`config.mk`:
```
export PLATFORM = sky130hd
export DESIGN_NAME = chg_failsafe_sup
export DESIGN_NICKNAME = d
export VERILOG_FILES = /design/src/rtl/fss_pkg.sv /design/src/rtl/fss_tick_gen.sv /design/src/rtl/fss_minute_timer.sv /design/src/rtl/fss_fault_bank.sv /design/src/rtl/fss_cfg_port.sv /design/src/rtl/chg_failsafe_sup.sv
export SDC_FILE = /design/constraint.sdc
export NUM_CORES = 1
export LEC_CHECK = 0
export BUFFER_PORTS_ARGS = -buffer_cell sky130_fd_sc_hd__buf_2
export CAP_MARGIN = 20
export CORE_MARGIN = 4
export CORE_UTILIZATION = 54
export DETAILED_ROUTE_END_ITERATION = 6
export PLACE_DENSITY = 0.76
export SETUP_SLACK_MARGIN = 0.1
export SYNTH_ARGS = -nofsm -noshare
export SYNTH_HDL_FRONTEND = slang
export SYNTH_HIERARCHICAL = 1
export SYNTH_SLANG_ARGS = --single-unit
```
`constraint.sdc`:
```
create_clock -name clk -period 2.2 [get_ports clk]
set_input_delay 0.66 -clock clk [delete_from_list [all_inputs] [get_ports clk]]
set_output_delay 0.66 -clock clk [all_outputs]
set_load 0.02 [all_outputs]
```
`src/rtl/fss_pkg.sv`:
```
package fss_pkg;
    localparam int unsigned TSEL_W = 3;
    localparam int unsigned FLT_N  = 4;
    localparam int unsigned MIN_W  = 9;
    localparam int unsigned BASE_MINUTES = 5;

    localparam logic [TSEL_W-1:0] TSEL_NEVER = '1;
    localparam logic [TSEL_W-1:0] TSEL_RESET = '0;

    // Bit order of the comparator fault vector
    typedef enum int unsigned {
        FI_OV  = 0,
        FI_EDV = 1,
        FI_HT  = 2,
        FI_LT  = 3
    } flt_idx_e;

    // Limit doubles per code step
    function automatic logic [MIN_W-1:0] limit_of(input logic [TSEL_W-1:0] code);
        return MIN_W'(BASE_MINUTES) << code;
    endfunction
endpackage

```
`src/rtl/fss_tick_gen.sv`:
```
module fss_tick_gen #(
    parameter int unsigned DIV = 60_000_000
) (
    input  logic clk,
    input  logic rst_n,
    input  logic en_i,
    input  logic clr_i,
    output logic tick_o
);
    localparam int unsigned CW = (DIV > 1) ? $clog2(DIV) : 1;
    localparam logic [CW-1:0] LAST = CW'(DIV - 1);

    typedef struct packed {
        logic [CW-1:0] cnt;
        logic          tick;
    } tg_state_t;

    tg_state_t s_d, s_q;

    always_comb begin
        s_d      = s_q;
        s_d.tick = 1'b0;
        if (clr_i) begin
            s_d.cnt = '0;
        end else if (en_i) begin
            if (s_q.cnt == LAST) begin
                s_d.cnt  = '0;
                s_d.tick = 1'b1;
            end else begin
                s_d.cnt = s_q.cnt + 1'b1;
            end
        end
    end

    always_ff @(posedge clk or negedge rst_n) begin
        if (!rst_n) s_q <= '0;
        else        s_q <= s_d;
    end

    assign tick_o = s_q.tick;
endmodule

```
`src/rtl/fss_minute_timer.sv`:
```
module fss_minute_timer
    import fss_pkg::*;
(
    input  logic              clk,
    input  logic              rst_n,
    input  logic              tick_i,
    input  logic              clr_i,
    input  logic [TSEL_W-1:0] sel_i,
    output logic [MIN_W-1:0]  cnt_o,
    output logic              to_o
);
    typedef struct packed {
        logic [MIN_W-1:0] cnt;
        logic             to;
    } mt_state_t;

    mt_state_t s_d, s_q;
    logic      limit_hit;

    always_comb begin
        limit_hit = (sel_i != TSEL_NEVER) && (s_q.cnt >= limit_of(sel_i));
        s_d = s_q;
        if (clr_i) begin
            s_d = '0;
        end else begin
            if (tick_i && !s_q.to && (s_q.cnt != '1))
                s_d.cnt = s_q.cnt + 1'b1;
            if (limit_hit)
                s_d.to = 1'b1;
        end
    end

    always_ff @(posedge clk or negedge rst_n) begin
        if (!rst_n) s_q <= '0;
        else        s_q <= s_d;
    end

    assign cnt_o = s_q.cnt;
    assign to_o  = s_q.to;
endmodule

```
`src/rtl/fss_fault_bank.sv`:
```
module fss_fault_bank #(
    parameter int unsigned N = 4
) (
    input  logic         clk,
    input  logic         rst_n,
    input  logic         clr_i,
    input  logic [N-1:0] raw_i,
    output logic [N-1:0] flag_o
);
    typedef struct packed {
        logic [N-1:0] flag;
    } fb_state_t;

    fb_state_t    s_d, s_q;
    logic [N-1:0] set_mask;

    // One sticky set term per comparator
    for (genvar g = 0; g < N; g++) begin : g_set
        assign set_mask[g] = raw_i[g] & ~s_q.flag[g];
    end

    always_comb begin
        s_d = s_q;
        if (clr_i) s_d.flag = '0;
        else       s_d.flag = s_q.flag | set_mask;
    end

    always_ff @(posedge clk or negedge rst_n) begin
        if (!rst_n) s_q <= '0;
        else        s_q <= s_d;
    end

    assign flag_o = s_q.flag;
endmodule

```
`src/rtl/fss_cfg_port.sv`:
```
module fss_cfg_port
    import fss_pkg::*;
(
    input  logic              clk,
    input  logic              rst_n,
    input  logic              cs_n_i,
    input  logic              wr_i,
    input  logic [TSEL_W-1:0] tsel_i,
    input  logic              clr_i,
    output logic [TSEL_W-1:0] tsel_o,
    output logic              clr_hold_o
);
    typedef struct packed {
        logic [TSEL_W-1:0] tsel;
        logic              clr;
        logic              cs_n_prev;
    } cp_state_t;

    localparam cp_state_t RESET_VAL = '{tsel: TSEL_RESET, clr: 1'b0, cs_n_prev: 1'b1};

    cp_state_t s_d, s_q;
    logic      accept;
    logic      release_edge;

    always_comb begin
        accept       = wr_i && !cs_n_i;
        release_edge = cs_n_i && !s_q.cs_n_prev;
        s_d           = s_q;
        s_d.cs_n_prev = cs_n_i;
        if (release_edge) s_d.clr = 1'b0;
        if (accept) begin
            s_d.tsel = tsel_i;
            if (clr_i) s_d.clr = 1'b1;
        end
    end

    always_ff @(posedge clk or negedge rst_n) begin
        if (!rst_n) s_q <= RESET_VAL;
        else        s_q <= s_d;
    end

    assign tsel_o     = s_q.tsel;
    assign clr_hold_o = s_q.clr;
endmodule

```
`src/rtl/chg_failsafe_sup.sv`:
```
module chg_failsafe_sup
    import fss_pkg::*;
#(
    parameter int unsigned TICK_DIV = 60_000_000
) (
    input  logic              clk,
    input  logic              rst_n,
    input  logic              cs_n_i,
    input  logic              cfg_wr_i,
    input  logic [TSEL_W-1:0] cfg_tsel_i,
    input  logic              cfg_clr_i,
    input  logic              chg_req_i,
    input  logic              raw_ov_i,
    input  logic              raw_edv_i,
    input  logic              raw_ht_i,
    input  logic              raw_lt_i,
    output logic              flt_ov_o,
    output logic              flt_edv_o,
    output logic              flt_ht_o,
    output logic              flt_lt_o,
    output logic              flt_to_o,
    output logic              fail_o,
    output logic              chg_en_o
);
    logic [TSEL_W-1:0] tsel_q;
    logic              clr_hold;
    logic              tick;
    logic              tick_en;
    logic [MIN_W-1:0]  min_cnt;
    logic              to_flag;
    logic [FLT_N-1:0]  raw_vec;
    logic [FLT_N-1:0]  flt_vec;

    assign raw_vec[FI_OV]  = raw_ov_i;
    assign raw_vec[FI_EDV] = raw_edv_i;
    assign raw_vec[FI_HT]  = raw_ht_i;
    assign raw_vec[FI_LT]  = raw_lt_i;

    fss_cfg_port u_cfg (
        .clk        (clk),
        .rst_n      (rst_n),
        .cs_n_i     (cs_n_i),
        .wr_i       (cfg_wr_i),
        .tsel_i     (cfg_tsel_i),
        .clr_i      (cfg_clr_i),
        .tsel_o     (tsel_q),
        .clr_hold_o (clr_hold)
    );

    assign tick_en = chg_req_i && !fail_o && !clr_hold;

    fss_tick_gen #(.DIV(TICK_DIV)) u_tick (
        .clk    (clk),
        .rst_n  (rst_n),
        .en_i   (tick_en),
        .clr_i  (clr_hold),
        .tick_o (tick)
    );

    fss_minute_timer u_timer (
        .clk    (clk),
        .rst_n  (rst_n),
        .tick_i (tick),
        .clr_i  (clr_hold),
        .sel_i  (tsel_q),
        .cnt_o  (min_cnt),
        .to_o   (to_flag)
    );

    fss_fault_bank #(.N(FLT_N)) u_faults (
        .clk    (clk),
        .rst_n  (rst_n),
        .clr_i  (clr_hold),
        .raw_i  (raw_vec),
        .flag_o (flt_vec)
    );

    assign flt_ov_o  = flt_vec[FI_OV];
    assign flt_edv_o = flt_vec[FI_EDV];
    assign flt_ht_o  = flt_vec[FI_HT];
    assign flt_lt_o  = flt_vec[FI_LT];
    assign flt_to_o  = to_flag;
    assign fail_o    = (|flt_vec) | to_flag;
    assign chg_en_o  = chg_req_i & ~fail_o;
endmodule

```
==> results of run 1 <==
layout by cell type, fill, tap and decap left out, types with 5 or more instances in the layout:
cell type	n
a31oi_1	19
nand2b_1	9
dfrtp_1	42
nor3_1	5
inv_1	11
nand4_1	10
clkbuf_8	6
ha_1	13
nand3_1	16
buf_4	22
buf_2	19
nor2_1	18
nand2_1	37
o21ai_0	9
a21oi_1	16
worst reg2reg max path, cell delays in order (launching register included):
cell     delay, ns
dfrtp_1       0.42
ha_1          0.23
nand2_2       0.09
nor3_1        0.06
ha_1          0.19
or3b_4        0.45
buf_4         0.16
nor3_2        0.14
xnor2_1       0.14
nor2_1        0.05
registers in the layout (all words and copies together) (netlist names):
signal,cells
u_tick/tick_o,1
u_timer/cnt_o,9
u_faults/flag_o,4
u_cfg/s_q,1
u_timer/to_o,1
u_cfg/clr_hold_o,1
u_tick/s_q,26
u_cfg/tsel_o,3
metrics by stage:
step	power [W]	util, %	worst slack (ns)	cell area [sq um]	hold slack [ns]
floorplan	0.001150	-	0.1225	2748	0.3644
global placement	0.001243	61.90	0.1402	2982	0.4880
detailed placement	0.001253	61.90	0.07164	2982	0.4995
CTS	0.001902	64.42	0.1244	3103	0.4502
global route	0.001977	65.48	0.07081	3154	0.4807
finish	0.001888	65.48	0.1617	3154	0.4362
logic make-up (layout without fill, tap and decap cells):
kind of cell | Yosys count | count (layout) | synth area share (%)
and+or+nand+nor | 135 | 135 | 27.82
AOI/OAI and AO/OA | 65 | 65 | 15.37
DFF | 46 | 46 | 42.00
buffers and inverters | 26 | 60 | 4.241
adders and majority gates | 13 | 13 | 5.928
xor gates and xnor gates | 7 | 7 | 2.234
muxes | 5 | 5 | 2.417
per-layer routing:
| metal | vias up | part of all wire [%] |
|---|---|---|
| met5 | - | 0 |
| met4 | 0 | 1.5 |
| met3 | 7 | 3.2 |
| met2 | 46 | 49 |
| met1 | 1088 | 46 |
| li1 | 1145 | - |
cell type report:
| cell class | instances | area [sq um] | area share, % |
|---|---|---|---|
| Multi-Input combinational cell | 225 | 1496 | 47.44 |
| Tap cell | 67 | 83.83 | 2.658 |
| Clock buffer | 7 | 86.33 | 2.737 |
| Inverter | 11 | 41.29 | 1.309 |
| Timing Repair Buffer | 41 | 260.3 | 8.251 |
| Clock inverter | 1 | 30.03 | 0.9520 |
| Sequential cell | 46 | 1156 | 36.65 |
power by group:
part	switching [W]	internal (W)	total (W)
logic	0.000168	0.000130	0.000297
clock network	0.000282	0.000371	0.000652
registers	0.0000513	0.000887	0.000938
total	0.000501	0.00139	0.00189
timing repair:
action                                  in CTS  in global routing
hold buffers                                 0                  0
endpoints found under the setup margin       3                  5
resized for setup                            3                  4
buffers inserted                             0                  5
pin swaps                                    0                  4
how the worst max path moves through the flow:
stage	endpoint	from	depth (start not counted)	slack [ns]
5_1_grt	u_timer/cnt_o[6]	u_timer/cnt_o[0]	9	0.07
3_5_place_dp	u_tick/s_q[26]	u_tick/s_q[3]	5	0.07
3_3_place_gp	u_tick/s_q[26]	u_tick/s_q[3]	5	0.14
2_1_floorplan	u_tick/s_q[12]	u_faults/flag_o[1]	9	0.12
6_report	u_timer/cnt_o[6]	u_timer/cnt_o[1]	9	0.16
4_1_cts	u_tick/s_q[26]	u_tick/s_q[5]	5	0.12
==> metrics.log, run 1 <==
[metrics] Final min period: 2.038 ns
[metrics] global-route wire length before repair: 9.653 mm
[metrics] iteration-0 DRC count of the detailed router: 112
[metrics] most numerous cell on the critical path: ha_1
[metrics] Static Leakage: 1.384 nW
[metrics] layout net count: 356
[metrics] CP max stage delay: 0.45 ns
[metrics] worst r2r dst: u_timer/cnt_o[6]
[metrics] max-capacitance violation count: 0
[metrics] global-route layer with the greatest usage: met2
[metrics] layout-stage area growth over the synthesis result: 14.96%
[metrics] TritonCTS Buffers: 5
[metrics] vias: 2,286
[metrics] Fillers: 419
[metrics] Post-synth top flop: dfrtp_1
[metrics] cell count after placement: 385
[metrics] crit-path leading delay family: simple AND/OR/NAND/NOR gates
[metrics] series of cell instances along the critical path: ha_1 -> nand2_2 -> nor3_1 -> ha_1 -> or3b_4 -> buf_4 -> nor3_2 -> xnor2_1 -> nor2_1
[metrics] number of H-tree levels: 2
[metrics] met1 routing resource usage after global routing: 25.40%
[metrics] initial core utilization: 56.96%
[metrics] Max Clk Rate: 0.4906 GHz
[metrics] total of endpoints with negative setup slack in the final report: 0
[metrics] CP Launch Type: register
[metrics] Mapped Nets: 323
[metrics] number of DRC violations after detailed routing: 0
[metrics] post-DR wirelength/cell: 14.70 um
[metrics] crit path capture type: register
[metrics] IO Pins: 20
[metrics] count of antenna diodes in the layout: 0
[metrics] remaining global-route overflow: 0
[metrics] synthesized area: 2744 sq um
[metrics] dominant cell type by area after synthesis: dfrtp_1
[metrics] GRT met2 Usage: 32.58%
[metrics] vertical extent of the die: 79.28 um
[metrics] transition at the pin with the smallest max-transition slack: 0.5827 ns
[metrics] synth top area cells: dfrtp_1 41%, ha_1 5.9%, nand2_1 5.2%
[metrics] status: complete, no violations
[metrics] number of clock sinks: 46
[metrics] CORE AREA: 4817 sq um
[metrics] insertion delay to the later sink of the worst-skew pair: 0.30 ns
[metrics] list of most frequent post-synthesis cells: 45 x dfrtp_1, 38 x nand2_1, 20 x a31oi_1, 18 x nor2_1, 17 x a21oi_1
[metrics] critical path buffer and inverter count: 1
[metrics] period utilization: 92.65%
[metrics] top cell type's share of synthesized area: 41.04%
[metrics] Synth Area per Inst: 9.239 sq um
[metrics] Slew Limit Headroom: 61.15%
[metrics] synthesized instance count: 297
[metrics] clock tree skew after final layout: 0.01535 ns
[metrics] floorplan die width: 79.28 um
[metrics] register-to-register path setup slack: 0.16 ns
[metrics] full die area: 6285 sq um
[metrics] DRT Wirelength: 5.851 mm
[metrics] setup repair after global routing missed its margin: true
[metrics] portion of the post-synthesis area used by sequential elements: 42.00%
[metrics] Post-synth EDFFs: 0
[metrics] power density over the cells: 598.5 nW/um^2
[metrics] number of iterations in the first detailed-routing pass: 4
[metrics] clk root buf: clkbuf_8
[metrics] layout cell share with drive strength beyond 1: 22.36%
[metrics] all-layer global routing usage: 19.58%
[metrics] met3 demand-to-capacity share in global routing: 3.401%
[metrics] worst setup path category: reg -> reg
[metrics] port bufs: 19
[metrics] number of antenna violations at the first check in global routing: 0
[metrics] startpoint of the worst register-to-register path: u_timer/cnt_o[1]
[metrics] Clock transition at path regs: 0.09 ns
[metrics] worst hold path class: in -> async
[metrics] largest net degree at the start of global routing: 47
[metrics] Yosys warning count: 6
[metrics] hold violation count in the final report: 0
[metrics] most common cell in the synthesized netlist: dfrtp_1
[metrics] library cells used by synthesis: 54
[metrics] cell with the largest stage delay on the worst path: or3b_4
[metrics] Async SR Flop Fraction: 100.0%
[metrics] clock tree from TritonCTS: yes
[metrics] register bit count reported by yosys: 46
[metrics] final weighted congestion in routability-driven placement: 0.8504
[metrics] vias in the first global route: 2,093
[metrics] post-detailed-route count of antenna-violating nets: 0
[metrics] Post-Route Setup TNS: 0 ns
[metrics] highest fanout seen on the critical path: 7
[metrics] non-filler instance count after layout: 398
[metrics] Arr. time, crit path: 2.23 ns
[metrics] Final HPWL DP: 4.071 mm
[metrics] deepest clock path buffer count: 2
[metrics] number of rows in the core area: 25
[metrics] cell count of the worst reg-to-reg path: 9
[metrics] via/cell ratio: 5.744
[metrics] Final Max Tran Viols: 0
[metrics] required time of the critical path: 2.39 ns
[metrics] peak supply drop: 418.8 uV
Power figures use the tool's default switching activity.
==> run 2, diff against run 1 <==
--- a/config.mk
+++ b/config.mk
@@ -8,9 +8,8 @@
 export BUFFER_PORTS_ARGS = -buffer_cell sky130_fd_sc_hd__buf_2
 export CAP_MARGIN = 20
 export CORE_MARGIN = 4
-export CORE_UTILIZATION = 54
+export CORE_UTILIZATION = 40
 export DETAILED_ROUTE_END_ITERATION = 6
-export PLACE_DENSITY = 0.76
 export SETUP_SLACK_MARGIN = 0.1
 export SYNTH_ARGS = -nofsm -noshare
 export SYNTH_HDL_FRONTEND = slang
==> run 2 against run 1 <==
Compared with the run above: wire length is 4.1% higher; clock power down 3.7%; combinational power is 5% higher; non-clock buffer count increased by 5; sequential share of layout area shrank 0.76 points; clock skew is 0.0095 ns lower; fmax increased by 0.10%; global-route usage is 4.3 points lower; largest power group unchanged; highest routed layer unchanged.
==> metrics.log, run 2 (synthesis gave the netlist of run 1 again) <==
[metrics] port bufs: 19 (unchanged)
[metrics] clock tree skew after final layout: 0.005825 ns (-0.009521 ns)
[metrics] number of antenna violations at the first check in global routing: 0 (unchanged)
[metrics] count of antenna diodes in the layout: 0 (unchanged)
[metrics] Post-Route Setup TNS: 0 ns (unchanged)
[metrics] most frequent standard cell in the layout excluding fill and tap cells: dfrtp_1
[metrics] max-capacitance violation count: 0 (unchanged)
[metrics] number of clock sinks: 46 (unchanged)
[metrics] setup repair after global routing missed its margin: true
[metrics] peak supply drop: 343.0 uV (-18%)
[metrics] post-detailed-route count of antenna-violating nets: 0 (unchanged)
[metrics] clk root buf: clkbuf_8
[metrics] required time of the critical path: 2.43 ns (+0.04 ns)
[metrics] clock tree from TritonCTS: yes
[metrics] vias: 2,297 (+0.48%)
[metrics] layout cell share with drive strength beyond 1: 23.51% (+1.2 points)
[metrics] all-layer global routing usage: 15.32% (-4.3 points)
[metrics] Final min period: 2.036 ns (-0.002055 ns)
[metrics] final weighted congestion in routability-driven placement: 0.8013 (-5.8%)
[metrics] vias in the first global route: 2,219 (+6.0%)
[metrics] Tot Pwr: 0.001877 W (-0.55%)
[metrics] Final Max Tran Viols: 0 (unchanged)
[metrics] worst setup path category: reg -> reg
[metrics] part of the power in registers: 49.9% (+0.2 points)
[metrics] Clock transition at path regs: 0.09 ns (about the same)
[metrics] hold violation count in the final report: 0 (unchanged)
[metrics] layout net count: 361 (+1.4%)
[metrics] power density over the cells: 584.1 nW/um^2 (-2.4%)
[metrics] Final HPWL DP: 4.360 mm (+7.1%)
[metrics] worst hold path class: in -> async
[metrics] CP max stage delay: 0.50 ns (+0.05 ns)
[metrics] crit-path leading delay family: simple AND/OR/NAND/NOR gates
[metrics] cell count after placement: 398 (+3.4%)
[metrics] CORE AREA: 6495 sq um (+35%)
[metrics] clock power share: 33.4% (-1.2 points)
[metrics] via/cell ratio: 5.562 (-3.2%)
[metrics] CP Launch Type: register
[metrics] deepest clock path buffer count: 2 (unchanged)
[metrics] Fillers: 619 (+48%)
[metrics] total of endpoints with negative setup slack in the final report: 0 (unchanged)
[metrics] IO Pins: 20 (unchanged)
[metrics] period utilization: 92.56% (-0.093 points)
[metrics] Max Clk Rate: 0.4911 GHz (+0.10%)
[metrics] Slew Limit Headroom: 71.38% (+10 points)
[metrics] worst hold slack after final layout: 0.3193 ns (-0.1169 ns)
[metrics] worst-case setup slack after placement: 0.08048 ns (+0.008841 ns)
[metrics] number of H-tree levels: 2 (unchanged)
[metrics] Largest Register: u_tick/s_q
[metrics] post-DR wirelength/cell: 14.74 um (+0.27%)
[metrics] DRT Wirelength: 6.088 mm (+4.1%)
[metrics] number of iterations in the first detailed-routing pass: 4 (unchanged)
[metrics] vertical extent of the die: 90.83 um (+15%)
[metrics] floorplan die width: 90.83 um (+15%)
[metrics] share of total power in combinational logic: 16.7% (+0.9 points)
[metrics] global-route wire length before repair: 10.41 mm (+7.9%)
[metrics] Arr. time, crit path: 2.26 ns (+0.03 ns)
[metrics] layout-stage area growth over the synthesis result: 17.15%
[metrics] transition at the pin with the smallest max-transition slack: 0.4254 ns (-0.1572 ns)
[metrics] series of cell instances along the critical path: nand3_4 -> or3_1 -> or4_4 -> or4_1 -> a31oi_1
[metrics] number of rows in the core area: 29 (+16%)
[metrics] total net switching power: 0.0005180 W (+3.5%)
[metrics] insertion delay to the later sink of the worst-skew pair: 0.30 ns (about the same)
[metrics] highest fanout seen on the critical path: 6 (-1)
[metrics] min setup slack post-route: 0.1638 ns (+0.002055 ns)
[metrics] internal power: 0.001359 W (-2.0%)
[metrics] commonest cells after routing, fill and taps aside: 44 x dfrtp_1, 38 x nand2_1, 26 x buf_4
[metrics] Static Leakage: 1.420 nW (+2.6%)
[metrics] initial core utilization: 42.25% (-15 points)
[metrics] remaining global-route overflow: 0 (unchanged)
[metrics] cell with the largest stage delay on the worst path: or4_4
[metrics] full die area: 8249 sq um (+31%)
[metrics] TritonCTS Buffers: 5 (unchanged)
[metrics] critical path buffer and inverter count: 0 (-1)
[metrics] status: complete, no violations
[metrics] number of flip-flops under the largest register name: 26 (unchanged)
[metrics] largest net degree at the start of global routing: 47 (unchanged)
[metrics] non-filler instance count after layout: 413 (+3.8%)
[metrics] Net Sw Frac: 27.59% (+1.1 points)
[metrics] iteration-0 DRC count of the detailed router: 84 (-25%)
[metrics] number of DRC violations after detailed routing: 0 (unchanged)
[metrics] crit path capture type: register
[run 2: cell types whose count changed in the layout (fill, tap and decap cells not counted), sizes merged]
cell | previous run | this run
buf | 41 | 46
clkbuf | 7 | 5
clkinv | 0 | 2
[run 2: cell type report]
| class | count | area, sq um | share of cell area, % |
|---|---|---|---|
| Multi-Input combinational cell | 225 | 1504 | 46.79 |
| Timing Repair Buffer | 46 | 310.3 | 9.654 |
| Clock inverter | 3 | 40.04 | 1.246 |
| Inverter | 11 | 41.29 | 1.285 |
| Clock buffer | 5 | 68.82 | 2.141 |
| Tap cell | 77 | 96.34 | 2.997 |
| Sequential cell | 46 | 1154 | 35.89 |
[run 2: metrics by stage]
stage               area, sq um  util [%]
finish                     3214     49.49
floorplan                  2748         -
detailed placement         3029     46.64
CTS                        3141     48.35
global route               3214     49.49
global placement           3029     46.64
[run 2: routing by layer]
layer	part of all wire (%)	GRT usage (%)	vias up
met5	0	0	-
met4	1.2	4.523	0
met3	2.9	3.083	7
met2	48	25.20	23
met1	47	20.38	1109
li1	-	-	1158
[run 2: worst paths after layout]
kind,cells past startpoint,end,startpoint,slack (ns)
min in group clk,1,u_cfg/s_q[0],cs_n_i,0.49
max in group asynchronous,2,u_cfg/s_q[0],rst_n,1.61
hold / removal,2,u_cfg/tsel_o[2],rst_n,0.32
hold reg to reg,1,u_tick/s_q[18],u_tick/s_q[18],0.50
setup reg to reg,5,u_tick/s_q[26],u_tick/s_q[5],0.16
setup / recovery,5,u_tick/s_q[26],u_tick/s_q[5],0.16
[run 2: worst register-to-register path, cell delays in order (launching register included)]
cell and delay (ns):
dfrtp_2 0.41, nand3_4 0.11, or3_1 0.37, or4_4 0.50, or4_1 0.40, a31oi_1 0.16
[run 2: timing repair]
action	4_1_cts	5_1_grt
gates resized for setup	1	5
buffers inserted	0	7
hold buffers	0	0
pin swaps	0	3
setup endpoints to repair	2	8
[run 2: power by group through the flow]
stage	logic [W]	registers, W	clock network [W]
floorplan	0.000190	0.000959	0
global placement	0.000307	0.000951	0
detailed placement	0.000314	0.000952	0
CTS	0.000316	0.000937	0.000649
global route	0.000348	0.000944	0.000683
finish	0.000313	0.000936	0.000628
==> run 3, diff against run 2 <==
--- a/config.mk
+++ b/config.mk
@@ -8,8 +8,9 @@
 export BUFFER_PORTS_ARGS = -buffer_cell sky130_fd_sc_hd__buf_2
 export CAP_MARGIN = 20
 export CORE_MARGIN = 4
-export CORE_UTILIZATION = 40
+export CORE_UTILIZATION = 50
 export DETAILED_ROUTE_END_ITERATION = 6
+export PLACE_DENSITY = 0.71
 export SETUP_SLACK_MARGIN = 0.1
 export SYNTH_ARGS = -nofsm -noshare
 export SYNTH_HDL_FRONTEND = slang
==> run 3 against run 2 <==
Compared with the run above: cell area shrank 2.3%; worst setup slack gained 0.013 ns; hold slack gained 0.12 ns; critical path type unchanged; critical endpoint unchanged; highest routed layer unchanged.
==> metrics.log, run 3 (synthesis gave the netlist of run 1 again) <==
[metrics] status: complete, no violations
[metrics] via/cell ratio: 5.851 (+5.2%)
[metrics] period utilization: 91.95% (-0.61 points)
[metrics] number of antenna violations at the first check in global routing: 0 (unchanged)
[metrics] hold violation count in the final report: 0 (unchanged)
[metrics] total of endpoints with negative setup slack in the final report: 0 (unchanged)
[metrics] insertion delay to the later sink of the worst-skew pair: 0.30 ns (about the same)
[metrics] highest fanout seen on the critical path: 7 (+1)
[metrics] Clock transition at path regs: 0.09 ns (about the same)
[metrics] global-route layer with the greatest usage: met2
[metrics] Largest Register: u_tick/s_q
[metrics] DRT Wirelength: 5.877 mm (-3.5%)
[metrics] post-detailed-route count of antenna-violating nets: 0 (unchanged)
[metrics] cell count after placement: 388 (-2.5%)
[metrics] commonest cells after routing, fill and taps aside: 41 x dfrtp_1, 38 x nand2_1, 19 x buf_2, 19 x a31oi_1
[metrics] number of clock sinks: 46 (unchanged)
[metrics] Post-Route Setup TNS: 0 ns (unchanged)
[metrics] transition at the pin with the smallest max-transition slack: 0.5791 ns (+0.1537 ns)
[metrics] startpoint of the worst register-to-register path: u_tick/s_q[3]
[metrics] Arr. time, crit path: 2.25 ns (about the same)
[metrics] layout cell share with drive strength beyond 1: 22.32% (-1.2 points)
[metrics] clock tree from TritonCTS: yes
[metrics] met1 routing resource usage after global routing: 22.79% (+2.4 points)
[metrics] clk root buf: clkbuf_8
[metrics] floorplan die width: 82.08 um (-9.6%)
[metrics] Slew Limit Headroom: 61.39% (-10 points)
[metrics] vertical extent of the die: 82.08 um (-9.6%)
[metrics] global-route wire length before repair: 10.03 mm (-3.7%)
[metrics] count of antenna diodes in the layout: 0 (unchanged)
[metrics] deepest clock path buffer count: 2 (unchanged)
[metrics] iteration-0 DRC count of the detailed router: 102 (+21%)
[metrics] termination of the worst setup path: u_tick/s_q[26]
[metrics] CORE AREA: 5205 sq um (-20%)
[metrics] initial core utilization: 52.72% (+10 points)
[metrics] max-capacitance violation count: 0 (unchanged)
[metrics] CP Launch Point: u_tick/s_q[3]
[metrics] cell count of the worst reg-to-reg path: 5 (unchanged)
[metrics] setup repair after global routing missed its margin: true
[metrics] required time of the critical path: 2.43 ns (about the same)
[metrics] Fillers: 453 (-27%)
[metrics] GRT met2 Usage: 33.84% (+8.6 points)
[metrics] Storage cell area: 1157 sq um (+0.33%)
[metrics] number of H-tree levels: 2 (unchanged)
[metrics] post-DR wirelength/cell: 14.80 um (+0.42%)
[metrics] worst r2r dst: u_tick/s_q[26]
[metrics] Tot Pwr: 0.001877 W (about the same)
[metrics] worst setup path category: reg -> reg
[metrics] most frequent standard cell in the layout excluding fill and tap cells: dfrtp_1
[metrics] Final HPWL DP: 4.147 mm (-4.9%)
[metrics] number of flip-flops under the largest register name: 26 (unchanged)
[metrics] final weighted congestion in routability-driven placement: 0.8244 (+2.9%)
[metrics] vias: 2,323 (+1.1%)
[metrics] TritonCTS Buffers: 5 (unchanged)
[metrics] full die area: 6737 sq um (-18%)
[metrics] worst hold path class: in -> async
[metrics] layout net count: 352 (-2.5%)
[metrics] met3 demand-to-capacity share in global routing: 3.509% (+0.43 points)
[metrics] number of iterations in the first detailed-routing pass: 4 (unchanged)
[metrics] all-layer global routing usage: 18.98% (+3.7 points)
[metrics] Final Max Tran Viols: 0 (unchanged)
[metrics] vias in the first global route: 2,223 (+0.18%)
[metrics] number of DRC violations after detailed routing: 0 (unchanged)
[metrics] Max Clk Rate: 0.4943 GHz (+0.66%)
[metrics] layout-stage area growth over the synthesis result: 14.41%
[metrics] IO Pins: 20 (unchanged)
[metrics] CP Launch Type: register
[metrics] number of rows in the core area: 26 (-10%)
[metrics] Static Leakage: 1.348 nW (-5.1%)
[metrics] remaining global-route overflow: 0 (unchanged)
[metrics] power density over the cells: 597.8 nW/um^2 (+2.4%)
[metrics] largest net degree at the start of global routing: 47 (unchanged)
[metrics] non-filler instance count after layout: 397 (-3.9%)
[metrics] peak supply drop: 341.7 uV (-0.38%)
[metrics] multi-input gate area in the final layout: 1509 sq um (+0.33%)
[metrics] port bufs: 19 (unchanged)
[metrics] clock tree skew after final layout: 0.007499 ns (+0.001674 ns)
[metrics] register-to-register path setup slack: 0.18 ns (about the same)
[metrics] crit path capture type: register
[metrics] Final min period: 2.023 ns (-0.01335 ns)
-- run 3: cell types whose count changed in the layout (fill, tap and decap cells not counted), moves of 2 or more --
cell,change
buf_4,-8
dfrtp_1,-3
dfrtp_2,+3
clkinv_2,-2
clkinvlp_4,+2
ha_1,-2
ha_2,+2
-- run 3: worst min-delay path by stage --
stage                            end  slack (ns)
floorplan           u_cfg/clr_hold_o        0.36
global placement    u_cfg/clr_hold_o        0.49
detailed placement  u_cfg/clr_hold_o        0.50
CTS                  u_cfg/tsel_o[2]        0.47
global route            u_cfg/s_q[0]        0.48
finish               u_cfg/tsel_o[2]        0.44
-- run 3: cell type report --
class | count | share of cell area (%)
clock inverter | 3 | 1.435
inverter | 11 | 1.315
tap | 70 | 2.790
sequential | 46 | 36.87
timing repair buffer | 37 | 7.334
clock buffer | 5 | 2.192
multi-input combinational | 225 | 48.07
-- run 3: per-layer routing --
metal	up-vias	routed length (um)
met5	-	0
li1	1136	-
met3	11	134
met1	1143	2703
met2	33	2945
met4	0	93
-- run 3: stage by stage --
stage          utilization (%)  hold slack (ns)  instance area (sq um)  setup slack [ns]
6_report                 60.31           0.4366                   3139            0.1771
5_1_grt                  60.31           0.4753                   3139           0.08409
4_1_cts                  59.59           0.4656                   3102            0.1221
3_5_place_dp             57.36           0.5022                   2985           0.09951
3_3_place_gp             57.36           0.4918                   2985            0.1380
2_1_floorplan                -           0.3644                   2748            0.1225
-- run 3: what timing repair did --
action	CTS	global route
hold buffers	0	0
buffers inserted	0	1
setup endpoints to repair	1	9
pin swaps	0	4
resized for setup	1	9
-- run 3: power by group --
part	total, W	switching [W]	internal (W)
clock network	0.000639	0.000301	0.000338
registers	0.000939	0.0000527	0.000887
logic	0.000299	0.000169	0.000130
-- run 3: worst max-delay path, cell delays in order (launching register included) --
cell and delay [ns]:
dfrtp_2 0.44, nand3_4 0.09, or3_1 0.34, or4_4 0.50, or4_1 0.41, a31oi_1 0.17
